### src/rtl/pm_timer_pkg.sv
package pm_timer_pkg;
  localparam int ADDR_W = 2;
  localparam int PRE_W  = 4;
  localparam int POST_W = 4;
  localparam int PSEL_W = 2;

  localparam logic [ADDR_W-1:0] A_COUNT  = 2'd0;
  localparam logic [ADDR_W-1:0] A_PERIOD = 2'd1;
  localparam logic [ADDR_W-1:0] A_CTRL   = 2'd2;
  localparam logic [ADDR_W-1:0] A_STATUS = 2'd3;

  typedef struct packed {
    logic [POST_W-1:0] post_code;
    logic              run;
    logic [PSEL_W-1:0] psel;
  } ctrl_t;

  localparam int CTRL_W = $bits(ctrl_t);

  // terminal value of the prescaler counter for a select code
  function automatic logic [PRE_W-1:0] presc_limit(input logic [PSEL_W-1:0] sel);
    case (sel)
      2'b00:   presc_limit = PRE_W'(0);
      2'b01:   presc_limit = PRE_W'(3);
      default: presc_limit = PRE_W'(15);
    endcase
  endfunction

  // next value of a free-running up counter with an early wrap
  function automatic logic [PRE_W-1:0] wrap_inc(input logic [PRE_W-1:0] v,
                                               input logic [PRE_W-1:0] lim);
    wrap_inc = (v == lim) ? '0 : v + 1'b1;
  endfunction
endpackage

### src/rtl/pm_prescaler.sv
module pm_prescaler
  import pm_timer_pkg::*;
(
  input  logic              clk,
  input  logic              rst_n,
  input  logic              run,
  input  logic              clear,
  input  logic [PSEL_W-1:0] sel,
  output logic              tick
);
  logic [PRE_W-1:0] div_q;
  logic [PRE_W-1:0] lim;
  logic             at_end;

  assign lim    = presc_limit(sel);
  assign at_end = (div_q == lim);
  assign tick   = run && !clear && at_end;

  always_ff @(posedge clk) begin
    if (!rst_n)     div_q <= '0;
    else if (clear) div_q <= '0;
    else if (run)   div_q <= wrap_inc(div_q, lim);
  end
endmodule

### src/rtl/pm_period_counter.sv
module pm_period_counter #(
  parameter int CNT_W = 8
) (
  input  logic             clk,
  input  logic             rst_n,
  input  logic             tick,
  input  logic             load,
  input  logic [CNT_W-1:0] load_val,
  input  logic [CNT_W-1:0] period,
  output logic [CNT_W-1:0] count,
  output logic             match
);
  logic [CNT_W-1:0] count_q;

  assign count = count_q;
  assign match = tick && (count_q == period);

  always_ff @(posedge clk) begin
    if (!rst_n)     count_q <= '0;
    else if (load)  count_q <= load_val;
    else if (match) count_q <= '0;
    else if (tick)  count_q <= count_q + 1'b1;
  end
endmodule

### src/rtl/pm_postscaler.sv
module pm_postscaler
  import pm_timer_pkg::*;
(
  input  logic              clk,
  input  logic              rst_n,
  input  logic              clear,
  input  logic              match,
  input  logic [POST_W-1:0] code,
  output logic              fire
);
  logic [POST_W-1:0] seen_q;

  assign fire = match && (seen_q == code);

  always_ff @(posedge clk) begin
    if (!rst_n)     seen_q <= '0;
    else if (clear) seen_q <= '0;
    else if (match) seen_q <= fire ? '0 : seen_q + 1'b1;
  end
endmodule

### src/rtl/pm_timer.sv
module pm_timer
  import pm_timer_pkg::*;
#(
  parameter int CNT_W = 8
) (
  input  logic              clk,
  input  logic              rst_n,
  input  logic              wr_en,
  input  logic [ADDR_W-1:0] wr_addr,
  input  logic [CNT_W-1:0]  wr_data,
  input  logic [ADDR_W-1:0] rd_addr,
  output logic [CNT_W-1:0]  rd_data,
  output logic              irq
);
  ctrl_t            ctrl_q;
  logic [CNT_W-1:0] period_q;
  logic             flag_q, ie_q;
  logic             cnt_wr, per_wr, ctrl_wr, st_wr, clr_prog;
  logic             tick, match, post_fire;
  logic [CNT_W-1:0] count_q;
  logic             run;
  logic             unused_wbits;

  assign cnt_wr   = wr_en && (wr_addr == A_COUNT);
  assign per_wr   = wr_en && (wr_addr == A_PERIOD);
  assign ctrl_wr  = wr_en && (wr_addr == A_CTRL);
  assign st_wr    = wr_en && (wr_addr == A_STATUS);
  assign clr_prog = cnt_wr || ctrl_wr;
  assign run      = ctrl_q.run;
  assign unused_wbits = ^wr_data[CNT_W-1:CTRL_W];

  pm_prescaler u_pre (
    .clk(clk), .rst_n(rst_n), .run(run), .clear(clr_prog),
    .sel(ctrl_q.psel), .tick(tick)
  );

  pm_period_counter #(.CNT_W(CNT_W)) u_cnt (
    .clk(clk), .rst_n(rst_n), .tick(tick), .load(cnt_wr),
    .load_val(wr_data), .period(period_q), .count(count_q), .match(match)
  );

  pm_postscaler u_post (
    .clk(clk), .rst_n(rst_n), .clear(clr_prog), .match(match),
    .code(ctrl_q.post_code), .fire(post_fire)
  );

  always_ff @(posedge clk) begin
    if (!rst_n) begin
      ctrl_q   <= '0;
      period_q <= '1;
      ie_q     <= 1'b0;
      flag_q   <= 1'b0;
    end else begin
      if (ctrl_wr) ctrl_q   <= ctrl_t'(wr_data[CTRL_W-1:0]);
      if (per_wr)  period_q <= wr_data;
      if (st_wr)   ie_q     <= wr_data[1];
      if (post_fire)  flag_q <= 1'b1;
      else if (st_wr) flag_q <= wr_data[0];
    end
  end

  assign irq = flag_q && ie_q;

  always_comb begin
    rd_data = '0;
    case (rd_addr)
      A_COUNT:  rd_data = count_q;
      A_PERIOD: rd_data = period_q;
      A_CTRL:   rd_data[CTRL_W-1:0] = ctrl_q;
      default:  rd_data[1:0] = {ie_q, flag_q};
    endcase
  end
endmodule

### config.mk
export PLATFORM = sky130hd
export DESIGN_NAME = pm_timer
export DESIGN_NICKNAME = d
export VERILOG_FILES = /design/src/rtl/pm_timer_pkg.sv /design/src/rtl/pm_prescaler.sv /design/src/rtl/pm_period_counter.sv /design/src/rtl/pm_postscaler.sv /design/src/rtl/pm_timer.sv
export SDC_FILE = /design/constraint.sdc
export NUM_CORES = 1
export LEC_CHECK = 0
export ABC_AREA = 1
export CORE_MARGIN = 2
export CORE_UTILIZATION = 52
export CTS_BUF_LIST = sky130_fd_sc_hd__clkbuf_4
export DETAILED_ROUTE_END_ITERATION = 8
export PLACE_DENSITY_LB_ADDON = 0.25
export SLEW_MARGIN = 15
export SYNTH_ARGS = -nofsm -noshare
export SYNTH_HDL_FRONTEND = slang
export SYNTH_HIERARCHICAL = 1
export SYNTH_SLANG_ARGS = --single-unit
### constraint.sdc
create_clock -name clk -period 1.9 [get_ports clk]
set_clock_uncertainty 0.05 [all_clocks]
set_input_delay 0.38 -clock clk [delete_from_list [all_inputs] [get_ports clk]]
set_output_delay 0.38 -clock clk [all_outputs]
set_load 0.05 [all_outputs]
Yosys cells after proc, flatten, opt, wreduce, memory -nomap -nowiden
Cells that the tools add are included.

Bits in registers: 33. Output and inout bits: 9.

Add/sub/neg operators: 3. Equality and inequality tests: 9. Mux-type cells: 11. Bitwise operators: 1. Reduce and logical (&&, ||, !) cells: 17.

Operators with widths (number): 8-bit two-way mux (3); 5-bit case mux with 3 select lines (1); 1-bit logical AND (9); 4-bit by 1-bit adder with 4-bit output, second input constant (2); 8-bit by 1-bit adder with 8-bit output, second input constant (1); 4-bit == test (2); 8-bit == test (1); 4-bit two-way mux (2); 4-bit case mux with 2 select lines (1); 2-bit by 1-bit == test with 1-bit output, second input constant (3); 2-bit == test, second input constant (3); 2-bit logical NOT (3); 2-bit case mux with 3 select lines (1); 3-bit nonzero test (1); 1-bit two-way mux (2); 1-bit case mux with 2 select lines (1); 2-bit nonzero test (1); 2-bit OR reduction (1); 1-bit logical NOT (1); 1-bit logical OR (1); 1-bit inverter (1).

Longest topological paths before layout
Gate-level depths: netlist of the first run.

Word-level depth: 9. Mapped depth: 17. Depth with buffers taken out: 17.

By module
The synthesis of the first run kept the hierarchy.

Modules (own cells, without submodules): pm_timer (times used 1, cells each 125, area an instance 869.6 um2); pm_period_counter (times used 1, cells each 108, area an instance 675.6 um2); pm_postscaler (times used 1, cells each 49, area an instance 285.3 um2); pm_prescaler (times used 1, cells each 33, area an instance 236.5 um2).

Least setup slack after synthesis of the first run
No wires, ideal clock.

Path kind: reg2reg. From: register ctrl_q, in the netlist run. To: register u_post.seen_q[3]. Setup time: 0.114 ns. Arrival: 1.818 ns. Required time: 1.736 ns. Path slack: -0.082 ns. Cell stages (with the launch flop): 16. Buffers on the path: 1. Period minus slack after synthesis: 1.982 ns. Cells stage by stage: dfxtp_1 -> buf_6 -> nand3_1 -> nand2_1 -> nand3_2 -> nor2_1 -> inv_1 -> a21oi_1 -> nand2_1 -> nor2_1 -> nand3_2 -> inv_1 -> nand4_1 -> or2_1 -> nand3_1 -> nor2_1.

Word-level cells in the longest chain between the ends: 5.

RTL lines: start: declaration (RTL line pm_timer.sv:15) `ctrl_t ctrl_q;`; start signal: assignment (RTL line pm_timer.sv:54) `if (ctrl_wr) ctrl_q <= ctrl_t'(wr_data[CTRL_W-1:0]);`; 1-bit logical AND * (2 in series) (RTL line pm_prescaler.sv:17) `assign tick = run && !clear && at_end;`; named net tick (RTL line pm_timer.sv:19) `logic tick, match, post_fire;`; 1-bit logical AND * (RTL line pm_period_counter.sv:16) `assign match = tick && (count_q == period);`; named net match (RTL line pm_timer.sv:19); 1-bit logical AND (RTL line pm_postscaler.sv:13) `assign fire = match && (seen_q == code);`; 4-bit two-way mux (RTL line pm_postscaler.sv:18) `else if (match) seen_q <= fire ? '0 : seen_q + 1'b1;`; end signal: assignment (RTL line pm_postscaler.sv:18); end: declaration (RTL line pm_postscaler.sv:11) `logic [POST_W-1:0] seen_q;`.

Mark *: on every way through the listed nets, which the timed path passes. The rest lies on a longest branch. A chain may end at the register's enable or synchronous reset.

Worst setup path in the final report of the first run
From: register ctrl_q[1] (netlist name). To: register u_post.seen_q[3].

Word-level cells in the longest chain between the ends: 7. Elaborated cells on any way between the ends: 8. Those cells by class: eq/ne (2); mux (2); reduce/logical (4).

RTL lines: 2-bit by 1-bit == test with 1-bit output or 2-bit logical NOT (tied branches) (RTL line pm_timer_pkg.sv:22) `case (sel)`; 4-bit case mux with 2 select lines * (RTL line pm_timer_pkg.sv:22); 4-bit == test * (RTL line pm_prescaler.sv:16) `assign at_end = (div_q == lim);`; 1-bit logical AND * (RTL line pm_prescaler.sv:17); named net tick (RTL line pm_timer.sv:19); 1-bit logical AND * (RTL line pm_period_counter.sv:16); named net match (RTL line pm_timer.sv:19); 1-bit logical AND (RTL line pm_postscaler.sv:13); 4-bit two-way mux (RTL line pm_postscaler.sv:18).

Marked as above.

==> flow_summary.json, run 1 <==
{
  "irDropWorstVdd_mv": 0.4664,
  "final_cell_mix": "nand2_1 (97), inv_1 (41), buf_4 (35)",
  "synthesis.area_um2": 2067,
  "synth_cell_type_count": 29,
  "globalplace.congestion": 0.8668,
  "final_common_cell": "nand2_1",
  "clock_sinks": 33,
  "utilization_pct": 74.20,
  "min_path_cells": 2,
  "endpoint_kind": "flip-flop",
  "root_buffer": "clkbuf_4",
  "final_net_count": 392,
  "fp.coreArea_um2": 3744,
  "rsz0062_at_grt": "yes",
  "p_per_area_nw_per_um2": 533.1,
  "critical_path.most_common_cell": "nand2_1",
  "cp_num_buf_inv": 2,
  "area_delta_synth_final_pct": 34.38,
  "violations": "setup timing",
  "final.period_utilization_pct": 103.6,
  "die_area_um2": 4495,
  "std_cell_rows": 22,
  "port_buffers": 23,
  "vias": 2240,
  "cts_tree": "done",
  "fmax_mhz": 508.1,
  "yosys_warnings": 6,
  "drive_above_1_share_pct": 24.27,
  "worst_hold_startpoint": "run$_SDFFE_PN0P_",
  "numCtsBuffers": 5,
  "dr.pass1.iters": 4,
  "r2r_cells": 15,
  "status": "complete, but fails checks",
  "drt_iter0_markers": 115,
  "p_leak_nw": 1.278,
  "reg2reg_to": "u_post/seen_q[3]$_SDFFE_PP0P_",
  "slowest_stage": "dfxtp_4",
  "worst_pin_slew_ps": 401.6,
  "multi_input_area_um2": 1244,
  "final_cells": 423,
  "synth-edff-count": 0,
  "grt_max_degree": 12,
  "clk_pin_slew_worst_paths_ps": 110,
  "die_y_um": 67.05,
  "hold_buffers": 0,
  "diodes": 0,
  "grt_pass1_vias": 2063,
  "hold_path_class": "reg2reg",
  "cp.arrival_ps": 2180,
  "vias_per_cell": 5.296,
  "nFillCells": 327,
  "crit_fanout": 5,
  "dieWidth_um": 67.05,
  "io_pins": 24,
  "crit_chain": "nor2_4 > nand2_1 > nand2_1 > nand3_2 > nor2_4 > inv_2 > a21oi_2 > nand2_1 > nor2_1 > nand3_2 > inv_2 > nand4_1 > or2_1 > nand3_1 > nor2_1",
  "maxCapViolations": 0,
  "ff_latch_area_um2": 666.9,
  "slew_headroom_pct": 73.20,
  "synthesis.nets": 333,
  "drc": 0,
  "setup_slack_ps": -68.26,
  "max_stage_delay_ps": 380,
  "critPathTopFamily": "simple AND/OR/NAND/NOR gates",
  "final_hold_viol_count": 0,
  "hold_path_end": "run$_SDFFE_PN0P_",
  "dp_slack_ps": -335.5,
  "ant_nets": 0,
  "fin_crit_ps": 1968,
  "synth_cells": 315,
  "rrSetupSlack_ps": -70,
  "synthFlopType": "dfxtp_1",
  "place_hpwl_mm": 4.197,
  "post_drt_wl_per_cell_um": 13.34,
  "finalSetupViolCount": 2,
  "grt_overflow": 0,
  "clockBufferDepth": 2,
  "syn_area_per_cell_um2": 6.562,
  "startpoint_type": "flip-flop",
  "start_util_pct": 55.21,
  "antenna_found_initial": 0,
  "dp.cells": 409,
  "tns_ps": -76.17,
  "grt_pass1_wl_mm": 8.997,
  "seq_area_frac_synth_pct": 31.96,
  "cp_data_required_time_ps": 2110,
  "r2r-start": "ctrl_q[1]$_SDFFE_PN0P_",
  "wirelength_mm": 5.642,
  "critPathKind": "reg2reg",
  "clk_latency_ps": 340,
  "h-tree-depth": 2,
  "ys_ff_latch": 33,
  "synthArstFlopShare_pct": 0,
  "slew_violations": 0,
  "grt_usage_pct": 26.55
}
[state kept, by name, summed over array words and instances (netlist names)]
register and flops:
u_pre/div_q 4, period_q 8, flag_q 1, ctrl_q 6
ie_q 1, u_post/seen_q 4, u_cnt/count 8, run 1
[power by group]
part           leakage (nW)  internal [mW]  switching, mW
logic                 0.978          0.162          0.199
clock network        0.0300          0.134          0.245
registers             0.270          0.713         0.0284
[cells by family (layout without fill, tap and decap cells)]
| family | after synthesis | count (layout) | share of synthesized area (%) |
|---|---|---|---|
| adders and majority gates | 3 | 3 | 1.816 |
| AOI/OAI and AO/OA | 40 | 40 | 12.05 |
| buffers and inverters | 54 | 114 | 11.50 |
| DFF | 33 | 33 | 31.96 |
| xor gates and xnor gates | 12 | 12 | 5.085 |
| and+or+nand+nor | 173 | 173 | 37.59 |
[routing by layer]
metal  track usage, %  share of wire [%]
met5                0                  0
met2            46.29                 52
met4            10.20                1.3
met3            5.236                3.7
met1            31.71                 43
[layout make-up]
class	count	share of cell area, %
multi-input combinational	228	44.77
sequential	33	24.01
timing repair buffer	58	20.59
inverter	48	6.667
tap	48	2.162
clock buffer	5	1.351
clock inverter	3	0.4505
[per-stage QoR]
stage | cell area (um2) | power, mW | hold slack, ps
finish | 2778 | 1.481 | 462.7
detailed placement | 2603 | 1.100 | 437.8
global route | 2778 | 1.546 | 498.4
CTS | 2710 | 1.473 | 454.8
global placement | 2603 | 1.093 | 423.1
floorplan | 2069 | 0.9379 | 408.4
[worst reg2reg max path: stages, from the launching register on]
cell and delay (ps):
dfxtp_4 380, nor2_4 80, nand2_1 50, nand2_1 80
nand3_2 120, nor2_4 130, inv_2 50, a21oi_2 90
nand2_1 60, nor2_1 110, nand3_2 90, inv_2 110
nand4_1 130, or2_1 250, nand3_1 70, nor2_1 40
[Yosys cell counts (4+ instances only)]
master	instances	share of area, %
nand3_2	4	1.9
o21ai_0	4	0.97
a21oi_1	21	5.1
nand3_1	22	5.3
xor2_1	4	1.7
xnor2_1	8	3.4
a22oi_1	8	2.9
nand4_1	12	3.6
inv_1	43	7.8
nor2_1	25	4.5
nand2_1	97	18
dfxtp_1	33	32
nor2_2	5	1.5
[worst max path at each step]
stage                           start                             to  depth (start not counted)
2_1_floorplan                   wr_en  u_post/seen_q[3]$_SDFFE_PP0P_                         14
3_3_place_gp                    wr_en            flag_q$_SDFFE_PN0P_                         16
3_5_place_dp                    wr_en  u_post/seen_q[3]$_SDFFE_PP0P_                         14
4_1_cts        ctrl_q[1]$_SDFFE_PN0P_  u_post/seen_q[3]$_SDFFE_PP0P_                         15
5_1_grt        ctrl_q[1]$_SDFFE_PN0P_  u_post/seen_q[3]$_SDFFE_PP0P_                         15
6_report       ctrl_q[1]$_SDFFE_PN0P_  u_post/seen_q[3]$_SDFFE_PP0P_                         15
[timing repair]
action,in CTS,in global routing
pin swaps,6,5
endpoints found under the setup margin,13,13
buffers inserted,3,4
resized for setup,16,12
cloned,0,0
(Power assumes the default switching activity.)
==> run 2: changes to the inputs <==
- CORE_MARGIN: 2 -> 3
==> flow_summary.json, run 2 (synthesis gave the netlist of run 1 again) <==
{
  "drt_iter0_markers": 167,
  "p_total_mw": 1.489,
  "start_util_pct": 55.21,
  "final_cell_mix": "nand2_1 (97), inv_1 (40), buf_4 (30)",
  "rsz0062_at_grt": "yes",
  "setup_slack_ps": -39.43,
  "fp.coreArea_um2": 3744,
  "grt_pass1_wl_mm": 9.487,
  "dr.pass1.iters": 5,
  "worst_pin_slew_ps": 323.9,
  "slew_headroom_pct": 78.38,
  "h-tree-depth": 2,
  "utilization_pct": 72.76,
  "diodes": 0,
  "root_buffer": "clkbuf_4",
  "final_net_count": 388,
  "clockBufferDepth": 2,
  "finalSetupViolCount": 3,
  "final_common_cell": "nand2_1",
  "grt_usage_pct": 24.09,
  "p_leak_nw": 1.251,
  "violations": "setup timing",
  "final_hold_viol_count": 0,
  "grt_overflow": 0,
  "vias": 2219,
  "io_pins": 24,
  "dp.cells": 410,
  "slew_violations": 0,
  "clk_latency_ps": 340,
  "drc": 0,
  "drive_above_1_share_pct": 23.78,
  "cp_data_required_time_ps": 2100,
  "grt_max_degree": 12,
  "numCtsBuffers": 5,
  "die_area_um2": 4767,
  "area_delta_synth_final_pct": 31.78,
  "dieWidth_um": 69.05,
  "post_drt_wl_per_cell_um": 13.34,
  "final.period_utilization_pct": 102.1,
  "irDropWorstVdd_mv": 0.4308,
  "cts_tree": "done",
  "startpoint_type": "flip-flop",
  "std_cell_rows": 22,
  "antenna_found_initial": 0,
  "grt_pass1_vias": 2127,
  "rrSetupSlack_ps": -40,
  "status": "complete, but fails checks",
  "wirelength_mm": 5.576,
  "critPathKind": "reg2reg",
  "crit_fanout": 4,
  "vias_per_cell": 5.309,
  "die_y_um": 69.05,
  "place_hpwl_mm": 4.177,
  "final_cells": 418,
  "ff_latch_area_um2": 665.6,
  "endpoint_kind": "flip-flop",
  "globalplace.congestion": 0.8860,
  "fmax_mhz": 515.6,
  "nFillCells": 326,
  "port_buffers": 23,
  "maxCapViolations": 0,
  "p_per_area_nw_per_um2": 546.7,
  "cp.arrival_ps": 2140,
  "clock_sinks": 33,
  "fin_crit_ps": 1939,
  "hold_path_class": "reg2reg",
  "multi_input_area_um2": 1226,
  "clk_pin_slew_worst_paths_ps": 100,
  "ant_nets": 0
}
[run 2: worst max-delay path, stage by stage (launching register included)]
cell,delay (ps)
dfxtp_2,340
nor2_2,110
nand2_1,60
nand2_1,70
nand3_2,100
nor2_4,140
inv_2,50
a21oi_2,90
nand2_1,70
nor2_2,130
nand3_2,90
inv_2,100
nand4_1,110
or2_1,220
nand3_1,60
nor2_1,40
[run 2: through the flow]
step	setup WS [ps]	hold WS, ps	TNS, ps	area, um2
after CTS	-20.71	442.9	-20.71	2698
after detailed placement	-377.5	427.1	-5064	2610
after global placement	-326.6	422.9	-4640	2610
after global routing	-194.8	473.4	-855.5	2724
final	-39.43	448.7	-62.18	2724
after floorplan	-7.791	408.4	-7.791	2069
[run 2: path summary, 6_finish.rpt]
check	start	end	cells past startpoint
worst min register to register	ie_q$_SDFFE_PN0P_	ie_q$_SDFFE_PN0P_	2
worst max-delay path	ctrl_q[0]$_SDFFE_PN0P_	u_post/seen_q[3]$_SDFFE_PP0P_	15
worst max register to register	ctrl_q[0]$_SDFFE_PN0P_	u_post/seen_q[3]$_SDFFE_PP0P_	15
worst min-delay path	ie_q$_SDFFE_PN0P_	ie_q$_SDFFE_PN0P_	2
[run 2: where the power goes]
part           total, mW  switching, mW  internal (mW)
Clock              0.391          0.243          0.149
Combinational      0.356          0.199          0.157
Sequential         0.741         0.0269          0.714
[run 2: metal layers]
layer	global-route usage (%)	part of all wire, %
met1	29.96	41
met2	41.10	50
met3	4.373	6.7
met4	9.111	2.0
met5	0	0
[run 2: repair_timing]
item	in CTS	in global routing
setup buffers	2	1
gates cloned	0	0
pin swaps	4	3
resized for setup	12	18
setup endpoints to repair	13	18
hold buffers	0	0
[run 2: final cells by class]
| type | instances | area share (%) |
|---|---|---|
| inverter | 48 | 6.798 |
| clock inverter | 1 | 0.1378 |
| tap | 48 | 2.205 |
| timing repair buffer | 54 | 19.75 |
| sequential | 33 | 24.44 |
| clock buffer | 6 | 1.654 |
| multi-input combinational | 228 | 45.02 |
